==> config.mk <==
export PLATFORM = sky130hd
export DESIGN_NAME = upper_mem_map
export DESIGN_NICKNAME = d
export VERILOG_FILES = /design/src/rtl/upper_mem_map_pkg.sv /design/src/rtl/upr_ctrl_regs.sv /design/src/rtl/upr_hole_map.sv /design/src/rtl/upr_bios_map.sv /design/src/rtl/upper_mem_map.sv
export SDC_FILE = /design/constraint.sdc
export NUM_CORES = 1
export LEC_CHECK = 0
export BUFFER_PORTS_ARGS = -buffer_cell sky130_fd_sc_hd__clkbuf_2
export CAP_MARGIN = 10
export CORE_AREA = 3 3 62 64
export CTS_CLUSTER_SIZE = 24
export DETAILED_ROUTE_END_ITERATION = 16
export DIE_AREA = 0 0 65 67
export GPL_TIMING_DRIVEN = 0
export PLACE_DENSITY = 0.76
export SLEW_MARGIN = 15
export SYNTH_ARGS = -nofsm -noshare
export SYNTH_HDL_FRONTEND = slang
export SYNTH_SLANG_ARGS = --single-unit
==> constraint.sdc <==
create_clock -name clk -period 3.8 [get_ports clk]
set_clock_uncertainty 0.15 [all_clocks]
set_input_delay 0.76 -clock clk [delete_from_list [all_inputs] [get_ports clk]]
set_output_delay 0.76 -clock clk [all_outputs]
set_load 0.02 [all_outputs]
==> src/rtl/upper_mem_map_pkg.sv <==
// Package: shared source codes for the upper memory region map.
// Assumes a 24-bit physical space and a 1 MB low region.
package upper_mem_map_pkg;

    typedef enum logic [3:0] {
        SRC_RAM     = 4'd0,
        SRC_BIOS    = 4'd1,
        SRC_DIAG    = 4'd2,
        SRC_GFX     = 4'd3,
        SRC_TEXT    = 4'd4,
        SRC_PLANE_A = 4'd5,
        SRC_PLANE_B = 4'd6,
        SRC_PLANE_E = 4'd7,
        SRC_EMPTY   = 4'd8
    } src_e;

endpackage

==> src/rtl/upr_ctrl_regs.sv <==
// Module: control state and I/O port decode.
// Holds the overlay, BIOS RAM select and hole bits. Write-side decode is registered.
// Read data is combinational. Assumes single-byte port accesses.
module upr_ctrl_regs #(
    parameter int          IO_W        = 16,
    parameter int          DATA_W      = 8,
    parameter logic [15:0] OVL_PORT    = 16'h043D,
    parameter logic [15:0] SHADOW_PORT = 16'h053D,
    parameter logic [15:0] HOLE_PORT   = 16'h043B,
    parameter logic [15:0] STATUS_PORT = 16'h063D
) (
    input  logic              clk,
    input  logic              rst_n,
    input  logic              io_wr_en,
    input  logic              io_rd_en,
    input  logic [IO_W-1:0]   io_addr,
    input  logic [DATA_W-1:0] io_wdata,
    output logic [DATA_W-1:0] io_rdata,
    output logic              io_rd_hit,
    output logic              overlay_on,
    output logic              bios_ram_sel,
    output logic              hole_on
);

    localparam logic [DATA_W-1:0] HOLE_OFF_CODE = DATA_W'(8'h04);
    localparam int                SHADOW_BIT    = 1;
    localparam int                HOLE_BIT      = 2;

    // Purpose: update the three control bits from port writes.
    always_ff @(posedge clk) begin
        if (!rst_n) begin
            overlay_on   <= 1'b1;
            bios_ram_sel <= 1'b0;
            hole_on      <= 1'b1;
        end else if (io_wr_en) begin
            if (io_addr == IO_W'(OVL_PORT)) begin
                case (io_wdata)
                    DATA_W'(8'h00), DATA_W'(8'h10), DATA_W'(8'h18): overlay_on <= 1'b1;
                    DATA_W'(8'h02), DATA_W'(8'h12):                 overlay_on <= 1'b0;
                    default:                                        overlay_on <= overlay_on;
                endcase
            end
            if (io_addr == IO_W'(SHADOW_PORT)) begin
                bios_ram_sel <= io_wdata[SHADOW_BIT];
            end
            if (io_addr == IO_W'(HOLE_PORT)) begin
                hole_on <= !io_wdata[HOLE_BIT];
            end
        end
    end

    // Purpose: answer reads of the hole state port and the fixed status port.
    always_comb begin
        io_rdata  = '0;
        io_rd_hit = 1'b0;
        if (io_rd_en && io_addr == IO_W'(HOLE_PORT)) begin
            io_rd_hit = 1'b1;
            io_rdata  = hole_on ? '0 : HOLE_OFF_CODE;
        end else if (io_rd_en && io_addr == IO_W'(STATUS_PORT)) begin
            io_rd_hit = 1'b1;
            io_rdata  = HOLE_OFF_CODE;
        end
    end

    assert_overlay_off_R3: assert property (@(posedge clk) disable iff (!rst_n)
        (io_wr_en && io_addr == IO_W'(OVL_PORT) &&
         (io_wdata == DATA_W'(8'h02) || io_wdata == DATA_W'(8'h12))) |=> !overlay_on);

    assert_overlay_ignore_R3: assert property (@(posedge clk) disable iff (!rst_n)
        (!io_wr_en || io_addr != IO_W'(OVL_PORT)) |=> $stable(overlay_on));

    assert_shadow_load_R5: assert property (@(posedge clk) disable iff (!rst_n)
        (io_wr_en && io_addr == IO_W'(SHADOW_PORT)) |=> (bios_ram_sel == $past(io_wdata[SHADOW_BIT])));

    assert_hole_switch_R7: assert property (@(posedge clk) disable iff (!rst_n)
        (io_wr_en && io_addr == IO_W'(HOLE_PORT)) |=> (hole_on != $past(io_wdata[HOLE_BIT])));

endmodule

==> src/rtl/upr_hole_map.sv <==
// Module: top-megabyte alias hole decode.
// With the hole on, it claims the video plane windows of the top megabyte.
// It folds the mirror pages down into the first megabyte for the BIOS window decode.
// Purely combinational. Assumes ADDR_W - LOW_W upper bits select the megabyte.
module upr_hole_map
    import upper_mem_map_pkg::*;
#(
    parameter int ADDR_W = 24,
    parameter int LOW_W  = 20
) (
    input  logic [ADDR_W-1:0] addr,
    input  logic              hole_on,
    output logic              hole_hit,
    output src_e              hole_kind,
    output logic [ADDR_W-1:0] hole_offset,
    output logic [ADDR_W-1:0] fwd_addr
);

    localparam logic [LOW_W-1:0] TEXT_BASE   = LOW_W'(20'hA0000);
    localparam logic [LOW_W-1:0] PLANE_A_LO  = LOW_W'(20'hA8000);
    localparam logic [LOW_W-1:0] PLANE_B_LO  = LOW_W'(20'hB0000);
    localparam logic [LOW_W-1:0] MIRROR_LO   = LOW_W'(20'hC0000);
    localparam logic [LOW_W-1:0] PLANE_E_LO  = LOW_W'(20'hE0000);
    localparam logic [LOW_W-1:0] MIRROR_HI   = LOW_W'(20'hE8000);

    logic [LOW_W-1:0] low;
    logic             in_top;

    // Purpose: classify a top-megabyte address into a plane window or a mirror page.
    always_comb begin
        low         = addr[LOW_W-1:0];
        in_top      = hole_on && (addr[ADDR_W-1:LOW_W] == '1);
        hole_hit    = 1'b0;
        hole_kind   = SRC_RAM;
        hole_offset = '0;
        fwd_addr    = addr;
        if (in_top) begin
            fwd_addr = ADDR_W'(low);
            if (low < TEXT_BASE) begin
                hole_hit    = 1'b1;
                hole_kind   = SRC_GFX;
                hole_offset = ADDR_W'(low);
            end else if (low < PLANE_A_LO) begin
                hole_hit    = 1'b1;
                hole_kind   = SRC_TEXT;
                hole_offset = ADDR_W'(low - TEXT_BASE);
            end else if (low < PLANE_B_LO) begin
                hole_hit    = 1'b1;
                hole_kind   = SRC_PLANE_A;
                hole_offset = ADDR_W'(low - PLANE_A_LO);
            end else if (low < MIRROR_LO) begin
                hole_hit    = 1'b1;
                hole_kind   = SRC_PLANE_B;
                hole_offset = ADDR_W'(low - PLANE_B_LO);
            end else if (low >= PLANE_E_LO && low < MIRROR_HI) begin
                hole_hit    = 1'b1;
                hole_kind   = SRC_PLANE_E;
                hole_offset = ADDR_W'(low - PLANE_E_LO);
            end
        end
    end

endmodule

==> src/rtl/upr_bios_map.sv <==
// Module: BIOS window decode for the first megabyte.
// Resolves the diagnostic overlay, BIOS ROM or shadow RAM. Everything else is RAM at the
// same address. Purely combinational. The overlay has priority over the RAM select.
module upr_bios_map
    import upper_mem_map_pkg::*;
#(
    parameter int ADDR_W = 24,
    parameter int LOW_W  = 20
) (
    input  logic [ADDR_W-1:0] addr,
    input  logic              overlay_on,
    input  logic              bios_ram_sel,
    output src_e              kind,
    output logic [ADDR_W-1:0] offset
);

    localparam logic [LOW_W-1:0] BIOS_LO = LOW_W'(20'hE8000);
    localparam logic [LOW_W-1:0] DIAG_LO = LOW_W'(20'hF8000);

    logic [LOW_W-1:0] low;
    logic             in_window;

    // Purpose: pick the BIOS window source from overlay and RAM select.
    always_comb begin
        low       = addr[LOW_W-1:0];
        in_window = (addr[ADDR_W-1:LOW_W] == '0) && (low >= BIOS_LO);
        kind      = SRC_RAM;
        offset    = addr;
        if (in_window) begin
            if (overlay_on) begin
                if (low >= DIAG_LO) begin
                    kind   = SRC_DIAG;
                    offset = ADDR_W'(low - DIAG_LO);
                end else begin
                    kind   = SRC_EMPTY;
                    offset = '0;
                end
            end else if (!bios_ram_sel) begin
                kind   = SRC_BIOS;
                offset = ADDR_W'(low - BIOS_LO);
            end
        end
    end

endmodule

==> src/rtl/upper_mem_map.sv <==
// Module: top of the upper memory region map controller.
// Combines the control registers, the hole decode and the BIOS window decode.
// The result is one region descriptor per lookup address, on the same cycle.
module upper_mem_map
    import upper_mem_map_pkg::*;
#(
    parameter int ADDR_W = 24,
    parameter int LOW_W  = 20,
    parameter int IO_W   = 16,
    parameter int DATA_W = 8
) (
    input  logic              clk,
    input  logic              rst_n,
    input  logic              io_wr_en,
    input  logic              io_rd_en,
    input  logic [IO_W-1:0]   io_addr,
    input  logic [DATA_W-1:0] io_wdata,
    output logic [DATA_W-1:0] io_rdata,
    output logic              io_rd_hit,
    input  logic [ADDR_W-1:0] lookup_addr,
    output logic [3:0]        desc_kind,
    output logic [ADDR_W-1:0] desc_offset
);

    localparam logic [15:0] STATUS_PORT = 16'h063D;

    logic              overlay_on;
    logic              bios_ram_sel;
    logic              hole_on;
    logic              hole_hit;
    src_e              hole_kind;
    src_e              bios_kind;
    logic [ADDR_W-1:0] hole_offset;
    logic [ADDR_W-1:0] bios_offset;
    logic [ADDR_W-1:0] fwd_addr;

    upr_ctrl_regs #(
        .IO_W       (IO_W),
        .DATA_W     (DATA_W),
        .STATUS_PORT(STATUS_PORT)
    ) i_regs (
        .clk         (clk),
        .rst_n       (rst_n),
        .io_wr_en    (io_wr_en),
        .io_rd_en    (io_rd_en),
        .io_addr     (io_addr),
        .io_wdata    (io_wdata),
        .io_rdata    (io_rdata),
        .io_rd_hit   (io_rd_hit),
        .overlay_on  (overlay_on),
        .bios_ram_sel(bios_ram_sel),
        .hole_on     (hole_on)
    );

    upr_hole_map #(.ADDR_W(ADDR_W), .LOW_W(LOW_W)) i_hole (
        .addr       (lookup_addr),
        .hole_on    (hole_on),
        .hole_hit   (hole_hit),
        .hole_kind  (hole_kind),
        .hole_offset(hole_offset),
        .fwd_addr   (fwd_addr)
    );

    upr_bios_map #(.ADDR_W(ADDR_W), .LOW_W(LOW_W)) i_bios (
        .addr        (fwd_addr),
        .overlay_on  (overlay_on),
        .bios_ram_sel(bios_ram_sel),
        .kind        (bios_kind),
        .offset      (bios_offset)
    );

    // Purpose: video planes of an active hole win, otherwise the BIOS window decode answers.
    always_comb begin
        desc_kind   = hole_hit ? hole_kind   : bios_kind;
        desc_offset = hole_hit ? hole_offset : bios_offset;
    end

    assert_hole_off_ram_R7: assert property (@(posedge clk) disable iff (!rst_n)
        (!hole_on && lookup_addr[ADDR_W-1:LOW_W] == '1) |->
        (desc_kind == 4'(SRC_RAM) && desc_offset == lookup_addr));

    assert_overlay_masks_R6: assert property (@(posedge clk) disable iff (!rst_n)
        (overlay_on && lookup_addr[ADDR_W-1:LOW_W] == '0 &&
         lookup_addr[LOW_W-1:0] >= LOW_W'(20'hE8000)) |->
        (desc_kind == 4'(SRC_DIAG) || desc_kind == 4'(SRC_EMPTY)));

    assert_status_read_R10: assert property (@(posedge clk) disable iff (!rst_n)
        (io_rd_en && io_addr == IO_W'(STATUS_PORT)) |->
        (io_rd_hit && io_rdata == DATA_W'(8'h04)));

endmodule

## After elaboration in Yosys (flattened, before gate mapping)

Cells that the tools add are included.

| word-level totals | value |
|---|---|
| register bits after elaboration | 3 |
| logic and storage cells | 75 |

| operators by class | value |
|---|---|
| reductions and logical operators | 14 |
| eq/ne operators | 9 |
| magnitude comparators | 8 |
| mux-type cells | 35 |
| $add $sub $neg | 6 |

Operators with widths:

| cell | count |
|---|---|
| $mux 24 | 12 |
| $sub 20x20->21 const B | 6 |
| $lt 20x20->1 const B | 5 |
| $eq 16x11->1 const B | 4 |
| $ge 20x20->1 const B | 3 |
| $mux 4 | 9 |
| $eq 8x5->1 const B | 3 |
| $mux 1 | 9 |
| $mux 3 | 3 |
| $eq 8x2->1 const B | 1 |
| $logic_not 8->1 | 1 |
| $mux 8 | 1 |
| $logic_and 1x1->1 | 5 |
| $eq 4x4->1 const B | 1 |
| $logic_not 4->1 | 1 |
| $reduce_and 2->1 | 2 |
| $reduce_and 3->1 | 1 |
| $reduce_or 3->1 | 1 |
| $pmux 1 s2 | 1 |
| $reduce_bool 2->1 | 1 |
| $reduce_or 2->1 | 1 |
| $logic_not 1->1 | 1 |

## Depth between registers and ports, before layout

| logic depth | value |
|---|---|
| depth after elaboration | 9 |
| mapped depth | 13 |

## By module

Synthesis repeated with hierarchy kept, for this count alone.

| unflattened totals | value |
|---|---|
| cells, all modules | 249 |
| area total of the unflattened synthesis | 2048.2 µm² |

Modules (own cells, without submodules):

| module | sequential area each (µm²) | cells each | area an instance (µm²) | times used |
|---|---|---|---|---|
| upr_hole_map | 0.0 | 116 | 848.3 | 1 |
| upper_mem_map | 0.0 | 31 | 441.7 | 1 |
| upr_bios_map | 0.0 | 66 | 424.2 | 1 |
| upr_ctrl_regs | 60.1 | 36 | 334.1 | 1 |

## Worst setup path before layout

No wires, ideal clock.

| timing | value |
|---|---|
| path kind | input-to-output |
| start | in lookup_addr[18] |
| end | out desc_offset[10] |
| data arrival time | 3.155 ns |
| buffers on the path | 4 |
| stages on the path | 13 |
| data required time | 2.890 ns |
| setup slack | -0.265 ns |
| cells stage by stage | clkbuf_1 > inv_1 > ha_1 > inv_1 > ha_1 > o2111ai_1 > and2_1 > clkbuf_1 > or3_1 > buf_2 > or2_4 > buf_6 > and2_1 |

| on the way | value |
|---|---|
| cells in the longest elaborated chain, start to end | 9 |
| elaborated cells on any way between the ends | 27 |

Ends and longest elaborated chain:

| item | RTL line | text |
|---|---|---|
| start, declared | upper_mem_map.sv:20 | `input logic [ADDR_W-1:0] lookup_addr,` |
| $ge 20x20->1 or $lt 20x20->1 (tied branches) | upr_hole_map.sv:55 | `end else if (low >= PLANE_E_LO && low < MIRROR_HI) begin` |
| $logic_and 1x1->1 | upr_hole_map.sv:55 |  |
| $mux 24 or $mux 1 (tied branches) | upr_hole_map.sv:55 |  |
| $mux 24 or $mux 1 (tied branches) | upr_hole_map.sv:51 | `end else if (low < MIRROR_LO) begin` |
| $mux 24 or $mux 1 (tied branches) | upr_hole_map.sv:47 | `end else if (low < PLANE_B_LO) begin` |
| $mux 24 or $mux 1 (tied branches) | upr_hole_map.sv:43 | `end else if (low < PLANE_A_LO) begin` |
| $mux 24 or $mux 1 (tied branches) | upr_hole_map.sv:39 | `if (low < TEXT_BASE) begin` |
| $mux 24 or $mux 1 (tied branches) | upr_hole_map.sv:37 | `if (in_top) begin` |
| $mux 24 * | upper_mem_map.sv:75 | `desc_offset = hole_hit ? hole_offset : bios_offset;` |
| end, declared | upper_mem_map.sv:22 | `output logic [ADDR_W-1:0] desc_offset` |

Every way passes the cells marked *; elsewhere a longest branch is shown, timed or not.

## Final worst setup path

| timing | value |
|---|---|
| start | in lookup_addr[8] |
| end | out desc_offset[10] |

The elaborated chain is that of the path after synthesis.

==> results.cfg <==
[setup_path]
required_ps = 2890
r2r-start = i_regs.overlay_on
max_stage_delay_ps = 530
crit_chain = buf_6 -> or4_4 -> nor4_4 -> a31oi_2 -> or3_4 -> or2_4 -> buf_6 -> and2_4 -> buf_8
path_class = in -> out
cp.arrival_ps = 2910
worstPathMaxFanout = 5
start_kind = primary input
rrSetupSlack_ps = 2750
crit_top_cell = buf_6
rr_endpoint = i_regs.overlay_on
r2r_cells = 3
cp_slowest_cell = or4_4
cp-end-kind = output port

[timing]
timing.fmax_mhz = 262
maxSlewViolCount = 0
tightest_slew_ps = 659
setup_viol = 14
rsz0062_at_grt = yes
fin_crit_ps = 3820
setup_slack_ps = -18.6
final_hold_viol_count = 0
slew_headroom = 0.559
post-route-period-util = 1.00

[global_routing]
antenna_found_initial = 0
grt_remaining_overflow = 0
grt_pass1_vias = 1734
grt_first_pass_wirelength_um = 7540
grt_max_degree = 11
grt_util_all_layers = 0.217

[route]
drtAntennaViolNets = 0
wirelength_um = 4980
remaining_drc_errors = 0
viasPerCell = 5.39
drt_first_pass_iters = 4
routed-wl-met3_um = 463
wl_per_cell_um = 14.3
wl_met1_um = 1830
wl_met2_um = 2650
dr_total_vias = 1875
top_layer = met4
drtIter0Drc = 128

[logic_synthesis]
ys_ff_latch = 3
avgSynthCellArea_sq_um = 6.43
ys_warn_count = 0
synth_edf_count = 0
synth-main-ff-cell = dfxtp_1
ys_async_sr_fraction = 0
synth_cells = 198
synth-seq-area-share = 0.0472
synth_cell_types = 53
mappedNetlistArea_sq_um = 1270

[die]
fp.dieH_um = 67
core_area_sq_um = 3340
die_w_um = 65
initial_core_util = 0.381
io_pins = 89
fp-row-count = 21
die-area_sq_um = 4360

[cells_and_area]
area_growth_pct = 78.5
final_nets = 366
n_antenna_cell = 0
drive_gt1_frac = 0.487

[run_status]
outcome = finished with violations
violations = negative setup slack

[placement]
place_hpwl_um = 3500
dp_slack_ps = -546
gp_congestion = 0.907
io_buffers = 81

[clock_tree]
cts-root-buf = clkbuf_4
cts_tree = done
cts_hold_buf = 0
clkLatencyLatePin_ps = 230
cts-htree-levels = 1
path_clk_slew_ps = 40
cts_buffers = 3
cts.sinks = 3
cts_buffer_depth = 2

[hold_path]
hold_end = i_regs.hole_on
hp-class = reg -> reg
hold_start = i_regs.hole_on
hold_depth = 2

[pwr]
power.density_nw_per_um2 = 132
p_leak_nw = 1.09
p_total_mw = 0.299
ir_drop_v = 0.000113

[job]
max_cap_violations = 0
==> worst max path at each step <==
stage	from	to	slack [ps]
after detailed placement	lookup_addr[18]	desc_offset[11]	-550
after global placement	lookup_addr[18]	desc_offset[12]	-540
after global routing	lookup_addr[8]	desc_offset[10]	-110
after floorplan	lookup_addr[18]	desc_offset[11]	-30
after CTS	lookup_addr[4]	desc_offset[0]	-50
final	lookup_addr[8]	desc_offset[10]	-20
==> timing repair <==
item / in CTS / in global routing
resized for setup: 68 / 32
setup endpoints to repair: 23 / 25
pin swaps: 22 / 9
gates cloned: 1 / 0
buffers inserted: 12 / 3
==> cell usage after synthesis (3+ instances only) <==
| cell | number | share of area |
|---|---|---|
| and3_1 | 4 | 0.020 |
| nand2_1 | 27 | 0.080 |
| a31oi_1 | 7 | 0.034 |
| a21oi_1 | 9 | 0.035 |
| o21ai_0 | 13 | 0.051 |
| inv_1 | 12 | 0.035 |
| dfxtp_1 | 3 | 0.047 |
| mux2i_1 | 3 | 0.024 |
| nand3_1 | 7 | 0.028 |
| nor2b_1 | 4 | 0.020 |
| or4_1 | 4 | 0.024 |
| nor4b_1 | 3 | 0.021 |
| clkbuf_1 | 5 | 0.015 |
| and2_1 | 15 | 0.074 |
| ha_1 | 11 | 0.11 |
| nor2_1 | 13 | 0.038 |
| buf_4 | 7 | 0.041 |
| a21o_1 | 3 | 0.018 |
| nor3_1 | 4 | 0.016 |
| o211ai_1 | 3 | 0.018 |
==> per-stage QoR <==
step	util	hold slack, ps	cell area [sq um]	cells	setup TNS, ps
after detailed placement	0.535	399	1790	331	-9930
after global routing	0.681	484	2270	348	-1570
after global placement	0.535	391	1790	331	-9860
after CTS	0.657	409	2190	347	-700
after floorplan	-	345	1320	204	-229
final	0.681	410	2270	348	-157
==> worst max-delay path: cells and delay by family <==
kind	cells	cell delay, ps
AO/OA/AOI/OAI	1	140
buffers and inverters	3	350
AND/OR/NAND/NOR	5	1640
==> kinds of logic after synthesis <==
logic type,count (synthesis),synth area share
AOI/OAI and AO/OA,54,0.279
and+or+nand+nor,98,0.425
xor gates and xnor gates,1,0.00688
muxes,3,0.0236
buffers and inverters,27,0.107
DFF,3,0.0472
adders and majority gates,11,0.108
other,1,0.00295
==> placed cells by master (no fill, tap or decap), drive strengths merged, types with 2 or more instances in the layout <==
cell,netlist,final
mux2i,3,3
nor4bb,2,2
dfxtp,3,3
a21oi,9,9
nand2b,2,2
nand2,27,27
and3,4,4
nand3,7,7
nor2,13,13
a22oi,2,2
nor3,4,4
nor4b,3,3
a21o,3,3
buf,9,44
o21ai,14,14
or2,2,2
clkbuf,5,68
o31ai,2,2
inv,13,12
or3,2,2
or4,4,4
a32oi,2,2
nor4,3,3
o211ai,3,3
ha,11,11
o41ai,2,2
conb,1,7
a31oi,7,7
and2,16,16
nor2b,4,4
==> power by group <==
group	leakage [nW]	switching (mW)	internal, mW
Clock	0.0150	0.0155	0.0393
Combinational	1.05	0.108	0.104
Sequential	0.0242	0.000000218	0.0317
==> flip-flops by register name, summed over array words and instances, names as in the netlist <==
register	cells
i_regs.bios_ram_sel	1
i_regs.hole_on	1
i_regs.overlay_on	1
==> metal layers <==
layer / vias up / GRT usage
met3: 8 / 0.0472
met2: 88 / 0.407
met5: - / 0
met4: 0 / 0.0686
li1: 917 / -
met1: 862 / 0.241
==> final cells by class <==
type,instances,area [sq um]
timing repair buffer,96,711
multi-input combinational,174,1270
fill,280,1070
inverter,13,52.6
tap,46,57.6
clock buffer,4,26.3
sequential,3,60.1
buffer,12,90.1
Power figures use the tool's default switching activity.
